$ cat config.mk
export PLATFORM = sky130hd
export DESIGN_NAME = fcs_err_classifier
export DESIGN_NICKNAME = d
export VERILOG_FILES = /design/src/rtl/fcs_cls_pkg.sv /design/src/rtl/fcs_crc_acc.sv /design/src/rtl/fcs_hdr_track.sv /design/src/rtl/fcs_sat_cnt.sv /design/src/rtl/fcs_err_classifier.sv
export SDC_FILE = /design/constraint.sdc
export NUM_CORES = 1
export LEC_CHECK = 0
export BUFFER_PORTS_ARGS = -buffer_cell sky130_fd_sc_hd__buf_2
export CELL_PAD_IN_SITES_DETAIL_PLACEMENT = 0
export CELL_PAD_IN_SITES_GLOBAL_PLACEMENT = 2
export CORE_MARGIN = 1
export CORE_UTILIZATION = 37
export CTS_BUF_LIST = sky130_fd_sc_hd__clkbuf_4
export CTS_CLUSTER_DIAMETER = 80
export DETAILED_ROUTE_END_ITERATION = 8
export PLACE_DENSITY = 0.89
export SLEW_MARGIN = 30
export SYNTH_ARGS = -nofsm -noshare
export SYNTH_HDL_FRONTEND = slang
export SYNTH_SLANG_ARGS = --single-unit
$ cat constraint.sdc
create_clock -name clk -period 5.9 [get_ports clk]
set_input_delay 1.18 -clock clk [delete_from_list [all_inputs] [get_ports clk]]
set_output_delay 1.18 -clock clk [all_outputs]
set_load 0.1 [all_outputs]
$ cat src/rtl/fcs_cls_pkg.sv
`timescale 1ns/1ps
package fcs_cls_pkg;

   localparam logic [31:0] CRC_POLY    = 32'hEDB88320;
   localparam logic [31:0] CRC_INIT    = 32'hFFFFFFFF;
   localparam logic [31:0] CRC_RESIDUE = 32'hDEBB20E3;

   typedef enum logic [1:0] {
      KIND_NONE  = 2'd0,
      KIND_LOCAL = 2'd1,
      KIND_FWD   = 2'd2
   } err_kind_e;

   typedef struct packed {
      logic       valid;
      logic       sof;
      logic       eof;
      logic       nib;
      logic [7:0] data;
   } beat_t;

   // One byte of reflected CRC-32, least significant bit first.
   function automatic logic [31:0] crc_byte(input logic [31:0] c, input logic [7:0] b);
      logic [31:0] r;
      r = c ^ {24'd0, b};
      for (int k = 0; k < 8; k++) begin
         r = r[0] ? ((r >> 1) ^ CRC_POLY) : (r >> 1);
      end
      return r;
   endfunction

endpackage

$ cat src/rtl/fcs_crc_acc.sv
`timescale 1ns/1ps
module fcs_crc_acc
   import fcs_cls_pkg::*;
#(
   parameter logic [31:0] RESIDUE = CRC_RESIDUE
) (
   input  logic       clk,
   input  logic       rst_n,
   input  logic       beat_valid,
   input  logic       beat_sof,
   input  logic [7:0] beat_data,
   output logic       residue_ok
);

   logic [31:0] crc_q;
   logic [31:0] crc_base;
   logic [31:0] crc_nxt;

   always_comb begin
      crc_base   = beat_sof ? CRC_INIT : crc_q;
      crc_nxt    = crc_byte(crc_base, beat_data);
      residue_ok = (crc_nxt == RESIDUE);
   end

   always_ff @(posedge clk) begin
      if (!rst_n) begin
         crc_q <= CRC_INIT;
      end else if (beat_valid) begin
         crc_q <= crc_nxt;
      end
   end

endmodule

$ cat src/rtl/fcs_hdr_track.sv
`timescale 1ns/1ps
module fcs_hdr_track #(
   parameter int          MIN_LEN  = 64,
   parameter int          TYPE_OFS = 12,
   parameter logic [15:0] ETYPE    = 16'h88A4
) (
   input  logic       clk,
   input  logic       rst_n,
   input  logic       beat_valid,
   input  logic       beat_sof,
   input  logic [7:0] beat_data,
   output logic       len_ok,
   output logic       type_ok
);

   localparam int LEN_MAX = (MIN_LEN > TYPE_OFS + 2) ? MIN_LEN : TYPE_OFS + 2;
   localparam int LEN_W   = $clog2(LEN_MAX + 1);

   localparam logic [LEN_W-1:0] POS_HI  = LEN_W'(TYPE_OFS);
   localparam logic [LEN_W-1:0] POS_LO  = LEN_W'(TYPE_OFS + 1);
   localparam logic [LEN_W-1:0] CAP_V   = LEN_W'(LEN_MAX);
   localparam logic [LEN_W:0]   MIN_V   = (LEN_W + 1)'(MIN_LEN);

   if (TYPE_OFS < 0) begin : g_bad_ofs
      $error("fcs_hdr_track: TYPE_OFS must not be negative");
   end
   if (MIN_LEN < 1) begin : g_bad_min
      $error("fcs_hdr_track: MIN_LEN must be positive");
   end

   logic [LEN_W-1:0] cnt_q;
   logic [LEN_W-1:0] idx;
   logic [LEN_W:0]   idx_p1;
   logic [7:0]       hi_q;
   logic             match_q;
   logic             match_now;

   always_comb begin
      idx       = beat_sof ? '0 : cnt_q;
      idx_p1    = {1'b0, idx} + (LEN_W + 1)'(1);
      len_ok    = (idx_p1 >= MIN_V);
      match_now = ({hi_q, beat_data} == ETYPE);
      if (idx == POS_LO) begin
         type_ok = match_now;
      end else if (idx > POS_LO) begin
         type_ok = match_q;
      end else begin
         type_ok = 1'b0;
      end
   end

   always_ff @(posedge clk) begin
      if (!rst_n) begin
         cnt_q   <= '0;
         hi_q    <= '0;
         match_q <= 1'b0;
      end else if (beat_valid) begin
         cnt_q <= (idx == CAP_V) ? idx : idx + LEN_W'(1);
         if (beat_sof) begin
            match_q <= 1'b0;
         end
         if (idx == POS_HI) begin
            hi_q <= beat_data;
         end
         if (idx == POS_LO) begin
            match_q <= match_now;
         end
      end
   end

endmodule

$ cat src/rtl/fcs_sat_cnt.sv
`timescale 1ns/1ps
module fcs_sat_cnt #(
   parameter int W = 8
) (
   input  logic         clk,
   input  logic         rst_n,
   input  logic         clr,
   input  logic         inc,
   output logic [W-1:0] q
);

   localparam logic [W-1:0] TOP_V = {W{1'b1}};

   if (W < 1) begin : g_bad_w
      $error("fcs_sat_cnt: W must be at least 1");
   end

   always_ff @(posedge clk) begin
      if (!rst_n) begin
         q <= '0;
      end else if (clr) begin
         q <= '0;
      end else if (inc && (q != TOP_V)) begin
         q <= q + W'(1);
      end
   end

endmodule

$ cat src/rtl/fcs_err_classifier.sv
`timescale 1ns/1ps
module fcs_err_classifier
   import fcs_cls_pkg::*;
#(
   parameter int          CNT_W       = 8,
   parameter int          MIN_LEN     = 64,
   parameter int          TYPE_OFS    = 12,
   parameter logic [15:0] ETYPE       = 16'h88A4,
   parameter bit          SEP_SUPPORT = 1'b1,
   parameter bit          FILTER_RST  = 1'b1
) (
   input  logic             clk,
   input  logic             rst_n,
   input  logic             in_valid,
   input  logic             in_sof,
   input  logic             in_eof,
   input  logic [7:0]       in_data,
   input  logic             in_nibble,
   input  logic             sep_fcs_en,
   input  logic             cfg_we,
   input  logic             cfg_filter,
   input  logic             cnt_clr,
   output logic             out_valid,
   output logic             out_sof,
   output logic             out_eof,
   output logic [7:0]       out_data,
   output logic             out_nibble,
   output logic             frame_commit,
   output logic             frame_discard,
   output logic [CNT_W-1:0] local_err_cnt,
   output logic [CNT_W-1:0] fwd_err_cnt
);

   if (CNT_W < 2) begin : g_bad_cnt
      $error("fcs_err_classifier: CNT_W must be at least 2");
   end
   if (MIN_LEN < TYPE_OFS + 2) begin : g_bad_len
      $error("fcs_err_classifier: MIN_LEN must cover the type field");
   end

   logic      crc_ok;
   logic      len_ok;
   logic      type_ok;
   logic      to_fwd;
   logic      eof_now;
   logic      frame_err;
   logic      accept;
   logic      filt_q;
   err_kind_e kind;
   beat_t     beat_in;
   beat_t     beat_q;
   logic      commit_q;
   logic      discard_q;

   assign eof_now = in_valid & in_eof;

   fcs_crc_acc #(
      .RESIDUE (CRC_RESIDUE)
   ) u_crc (
      .clk        (clk),
      .rst_n      (rst_n),
      .beat_valid (in_valid),
      .beat_sof   (in_sof),
      .beat_data  (in_data),
      .residue_ok (crc_ok)
   );

   fcs_hdr_track #(
      .MIN_LEN  (MIN_LEN),
      .TYPE_OFS (TYPE_OFS),
      .ETYPE    (ETYPE)
   ) u_hdr (
      .clk        (clk),
      .rst_n      (rst_n),
      .beat_valid (in_valid),
      .beat_sof   (in_sof),
      .beat_data  (in_data),
      .len_ok     (len_ok),
      .type_ok    (type_ok)
   );

   // Upstream-marked errors only get their own counter in the separate variant.
   if (SEP_SUPPORT) begin : g_sep
      assign to_fwd = sep_fcs_en & in_nibble;
   end else begin : g_nosep
      logic unused_sep;
      assign unused_sep = sep_fcs_en;
      assign to_fwd     = 1'b0;
   end

   always_comb begin
      frame_err = ~crc_ok | ~len_ok;
      accept    = ~frame_err & (type_ok | ~filt_q);
      if (!frame_err) begin
         kind = KIND_NONE;
      end else if (to_fwd) begin
         kind = KIND_FWD;
      end else begin
         kind = KIND_LOCAL;
      end
   end

   always_ff @(posedge clk) begin
      if (!rst_n) begin
         filt_q <= FILTER_RST;
      end else if (cfg_we) begin
         filt_q <= cfg_filter;
      end
   end

   always_ff @(posedge clk) begin
      if (!rst_n) begin
         commit_q  <= 1'b0;
         discard_q <= 1'b0;
      end else begin
         commit_q  <= eof_now & accept;
         discard_q <= eof_now & ~accept;
      end
   end

   assign frame_commit  = commit_q;
   assign frame_discard = discard_q;

   fcs_sat_cnt #(
      .W (CNT_W)
   ) u_cnt_local (
      .clk   (clk),
      .rst_n (rst_n),
      .clr   (cnt_clr),
      .inc   (eof_now && (kind == KIND_LOCAL)),
      .q     (local_err_cnt)
   );

   fcs_sat_cnt #(
      .W (CNT_W)
   ) u_cnt_fwd (
      .clk   (clk),
      .rst_n (rst_n),
      .clr   (cnt_clr),
      .inc   (eof_now && (kind == KIND_FWD)),
      .q     (fwd_err_cnt)
   );

   // Fixed one-cycle forwarding stage, independent of any error state.
   always_comb begin
      beat_in.valid = in_valid;
      beat_in.sof   = in_valid & in_sof;
      beat_in.eof   = in_valid & in_eof;
      beat_in.nib   = in_valid & in_eof & in_nibble;
      beat_in.data  = in_valid ? in_data : 8'd0;
   end

   always_ff @(posedge clk) begin
      if (!rst_n) begin
         beat_q <= '0;
      end else begin
         beat_q <= beat_in;
      end
   end

   assign out_valid  = beat_q.valid;
   assign out_sof    = beat_q.sof;
   assign out_eof    = beat_q.eof;
   assign out_nibble = beat_q.nib;
   assign out_data   = beat_q.data;

endmodule

==> flow_metrics.env <==
export IMPL_postCtsHoldBufs=0
export IMPL_clk_latency_ps=460
export IMPL_grt_pass1_wl_mm=23.7
export IMPL_cp_data_arrival_time_ps=4450
export IMPL_grt_ovfl_total=0
export IMPL_hold_violations=0
export IMPL_post_cts_buffers=0
export IMPL_grt_pass1_vias=4481
export IMPL_timing_fmax_mhz=242
export IMPL_synth_mux_area_frac=0.0340
export IMPL_hold_slack_ps=473
export IMPL_r2r_end="u_cnt_fwd.q[7]$_SDFFE_PP0P_"
export IMPL_rsz0062_at_grt="no"
export IMPL_p_sw_mw=0.597
export IMPL_numCtsBuffers=9
export IMPL_cts_clk_slew_worst_paths_ps=140
export IMPL_power_switching_share=0.373
export IMPL_r2r_start="u_crc.crc_q[5]$_SDFFE_PN1P_"
export IMPL_start_util=0.385
export IMPL_core_area_mm2=0.0134
export IMPL_synth_warnings=0
export IMPL_synth_area_leaders="dfxtp_1, xnor2_1, nand2_1"
export IMPL_synth_cells=628
export IMPL_path_max_fanout=50
export IMPL_synthAdderAreaFrac=0.0170
export IMPL_cts_max_level=3
export IMPL_cts_tree="built"
export IMPL_synth_edf_count=0
export IMPL_drive_gt1_frac=0.129
export IMPL_hold_path_class="reg -> reg"
export IMPL_drtIter0Drc=278
export IMPL_ir_worst_vdd_v=0.000229
export IMPL_ctsRootBufferMaster="clkbuf_4"
export IMPL_dieArea_mm2=0.0144
export IMPL_yosysUniqueCellTypes=64
export IMPL_gp_congestion=0.867
export IMPL_cts_sinks=79
export IMPL_synth_area_mm2=0.00515
export IMPL_io_buffers=47
export IMPL_start_kind="input port"
export IMPL_synth_top_area_share=0.307
export IMPL_die_h_um=120
export IMPL_fp_dieW_um=120
export IMPL_synth_area_leader_cell="dfxtp_1"
export IMPL_layout_setup_ws_ps=1780
export IMPL_final_area_mm2=0.00558
export IMPL_max_slew_worst_pin_slew_ps=816
export IMPL_num_rows=42
export IMPL_finalCriticalPeriod_ps=4120
export IMPL_ios=48
export IMPL_cp_startpoint="in_sof"
export IMPL_synthXorXnorAreaFrac=0.185
export IMPL_synth_top_family_by_area="simple AND/OR/NAND/NOR gates"
export IMPL_outcome="completed"
export IMPL_syn_to_final_growth_pct=8.35
export IMPL_firstDrtPassIters=5
export IMPL_slew_violations=0
export IMPL_seq_power_share=0.390
export IMPL_num_vias=4665
export IMPL_clock_skew_ps=25.9
export IMPL_worst_setup_path_type="in -> reg"
export IMPL_async_flop_share=0
export IMPL_ctsResizeCount=0
export IMPL_yosysSeqAreaShare=0.307
export IMPL_finalSetupViolations=0
export IMPL_clk_path_buf_depth=2
export IMPL_grt_max_degree=75
export IMPL_drc=0
export IMPL_drv_cap=0
export IMPL_p_clk_frac=0.237
export IMPL_synth_compound_area_frac=0.164
export IMPL_avgSynthCellArea_um2=8.21
export IMPL_track_usage=0.211
export IMPL_max_slew_margin_rel=0.456
export IMPL_setup_tns_ps=0
export IMPL_combPwrFrac=0.373
export IMPL_antenna_found_initial=1
export IMPL_reg2reg_depth=10
export IMPL_drt_total_wl_mm=14.3
export IMPL_yosys_area_share_simple=0.243
export IMPL_fillers=1386
export IMPL_synth_flop_cell="dfxtp_1"
export IMPL_p_int_mw=1.01
export IMPL_layout_nets=672
export IMPL_period_share=0.699
export IMPL_vias_per_cell=5.63
export IMPL_endpoint_kind="flop"
export IMPL_dp_slack_ps=1300
export IMPL_wl_per_cell_um=17.2
export IMPL_required_ps=6220
export IMPL_crit_path_end="u_cnt_fwd.q[7]$_SDFFE_PP0P_"
export IMPL_syn_nets=653
export IMPL_dp_hpwl_mm=9.97
export IMPL_leakagePower_nw=2.18
export IMPL_ys_seq_elements=79
export IMPL_ant_nets=0
export IMPL_dpl_cell_area_mm2=0.00542
export IMPL_rrSetupSlack_ps=2350
export IMPL_power_total_mw=1.60
export IMPL_power_density_mw_per_mm2=287
-- metrics by stage --
stage | instances | utilization
floorplan | 628 | -
finish | 829 | 0.417
detailed placement | 812 | 0.405
CTS | 828 | 0.417
global route | 829 | 0.417
global placement | 812 | 0.404
-- registers in the layout, summed over array words and instances (netlist names), 7 cells and up --
signal         cells
u_cnt_local.q      8
u_hdr.cnt_q        7
out_data           8
u_crc.crc_q       32
u_hdr.hi_q         8
u_cnt_fwd.q        8
-- critical path: stages --
cell	delay, ps
buf_2	300
buf_4	500
nor2_1	110
xnor2_1	170
xnor3_1	290
or4_1	480
a222oi_1	560
nand2_2	120
nor4_4	160
buf_4	330
o21ba_2	190
nor3_1	40
-- power by group through the flow --
stage	registers, mW	logic [mW]	clock network, mW
6_report	0.625	0.597	0.380
5_1_grt	0.630	0.656	0.413
4_1_cts	0.624	0.594	0.391
3_5_place_dp	0.636	0.589	0
3_3_place_gp	0.635	0.588	0
2_1_floorplan	0.634	0.471	0
-- Yosys cell counts (all sizes together) (12+ instances only) --
| library cell | number |
|---|---|
| or3 | 16 |
| nand4 | 12 |
| a211oi | 13 |
| xnor2 | 70 |
| clkbuf | 17 |
| nor2 | 62 |
| buf | 25 |
| nand3 | 12 |
| a21oi | 20 |
| nand2 | 79 |
| xor2 | 14 |
| and3 | 16 |
| nor3 | 18 |
| mux2i | 16 |
| dfxtp | 79 |
| o21ai | 52 |
-- cell type report --
type                            count  area [um2]  share of cell area
Sequential cell                    79        1580               0.283
Antenna cell                        1        2.50            0.000448
Clock buffer                       10        75.1              0.0134
Tap cell                          176         220              0.0394
Timing Repair Buffer               50         258              0.0462
Inverter                           10        37.5             0.00672
Multi-Input combinational cell    497        3330               0.596
Clock inverter                      6        82.6              0.0148
-- cells by family after synthesis --
| kind of cell | after synthesis |
|---|---|
| buf+inv | 52 |
| simple gates | 252 |
| fa+ha+maj | 7 |
| compound gates | 128 |
| flops | 79 |
| mux | 17 |
| xor+xnor | 93 |
-- worst min-delay path by stage --
| stage | slack [ps] | end | start | depth (start not counted) |
|---|---|---|---|---|
| 5_1_grt | 500 | u_hdr.match_q$_SDFFE_PN0P_ | u_hdr.match_q$_SDFFE_PN0P_ | 2 |
| 4_1_cts | 480 | u_hdr.match_q$_SDFFE_PN0P_ | u_hdr.match_q$_SDFFE_PN0P_ | 2 |
| 6_report | 470 | u_hdr.match_q$_SDFFE_PN0P_ | u_hdr.match_q$_SDFFE_PN0P_ | 2 |
| 2_1_floorplan | 430 | u_hdr.match_q$_SDFFE_PN0P_ | u_hdr.match_q$_SDFFE_PN0P_ | 2 |
| 3_3_place_gp | 440 | u_hdr.match_q$_SDFFE_PN0P_ | u_hdr.match_q$_SDFFE_PN0P_ | 2 |
| 3_5_place_dp | 460 | u_hdr.match_q$_SDFFE_PN0P_ | u_hdr.match_q$_SDFFE_PN0P_ | 2 |
-- cell usage in the layout, fill, tap and decap left out, drive strengths merged, types with 16 or more instances in the layout --
master,count
dfxtp,79
mux2i,16
a21oi,20
o21ai,52
nor3,18
xnor2,70
buf,50
or3,16
nand2,79
nor2,62
and3,16
-- per-layer routing --
| layer | wire length [um] | vias up | track usage |
|---|---|---|---|
| li1 | - | 2254 | - |
| met1 | 6670 | 2264 | 0.277 |
| met2 | 6760 | 124 | 0.349 |
| met3 | 612 | 23 | 0.0333 |
| met4 | 246 | 0 | 0.0703 |
| met5 | 0 | - | 0 |
(Power assumes the default switching activity.)
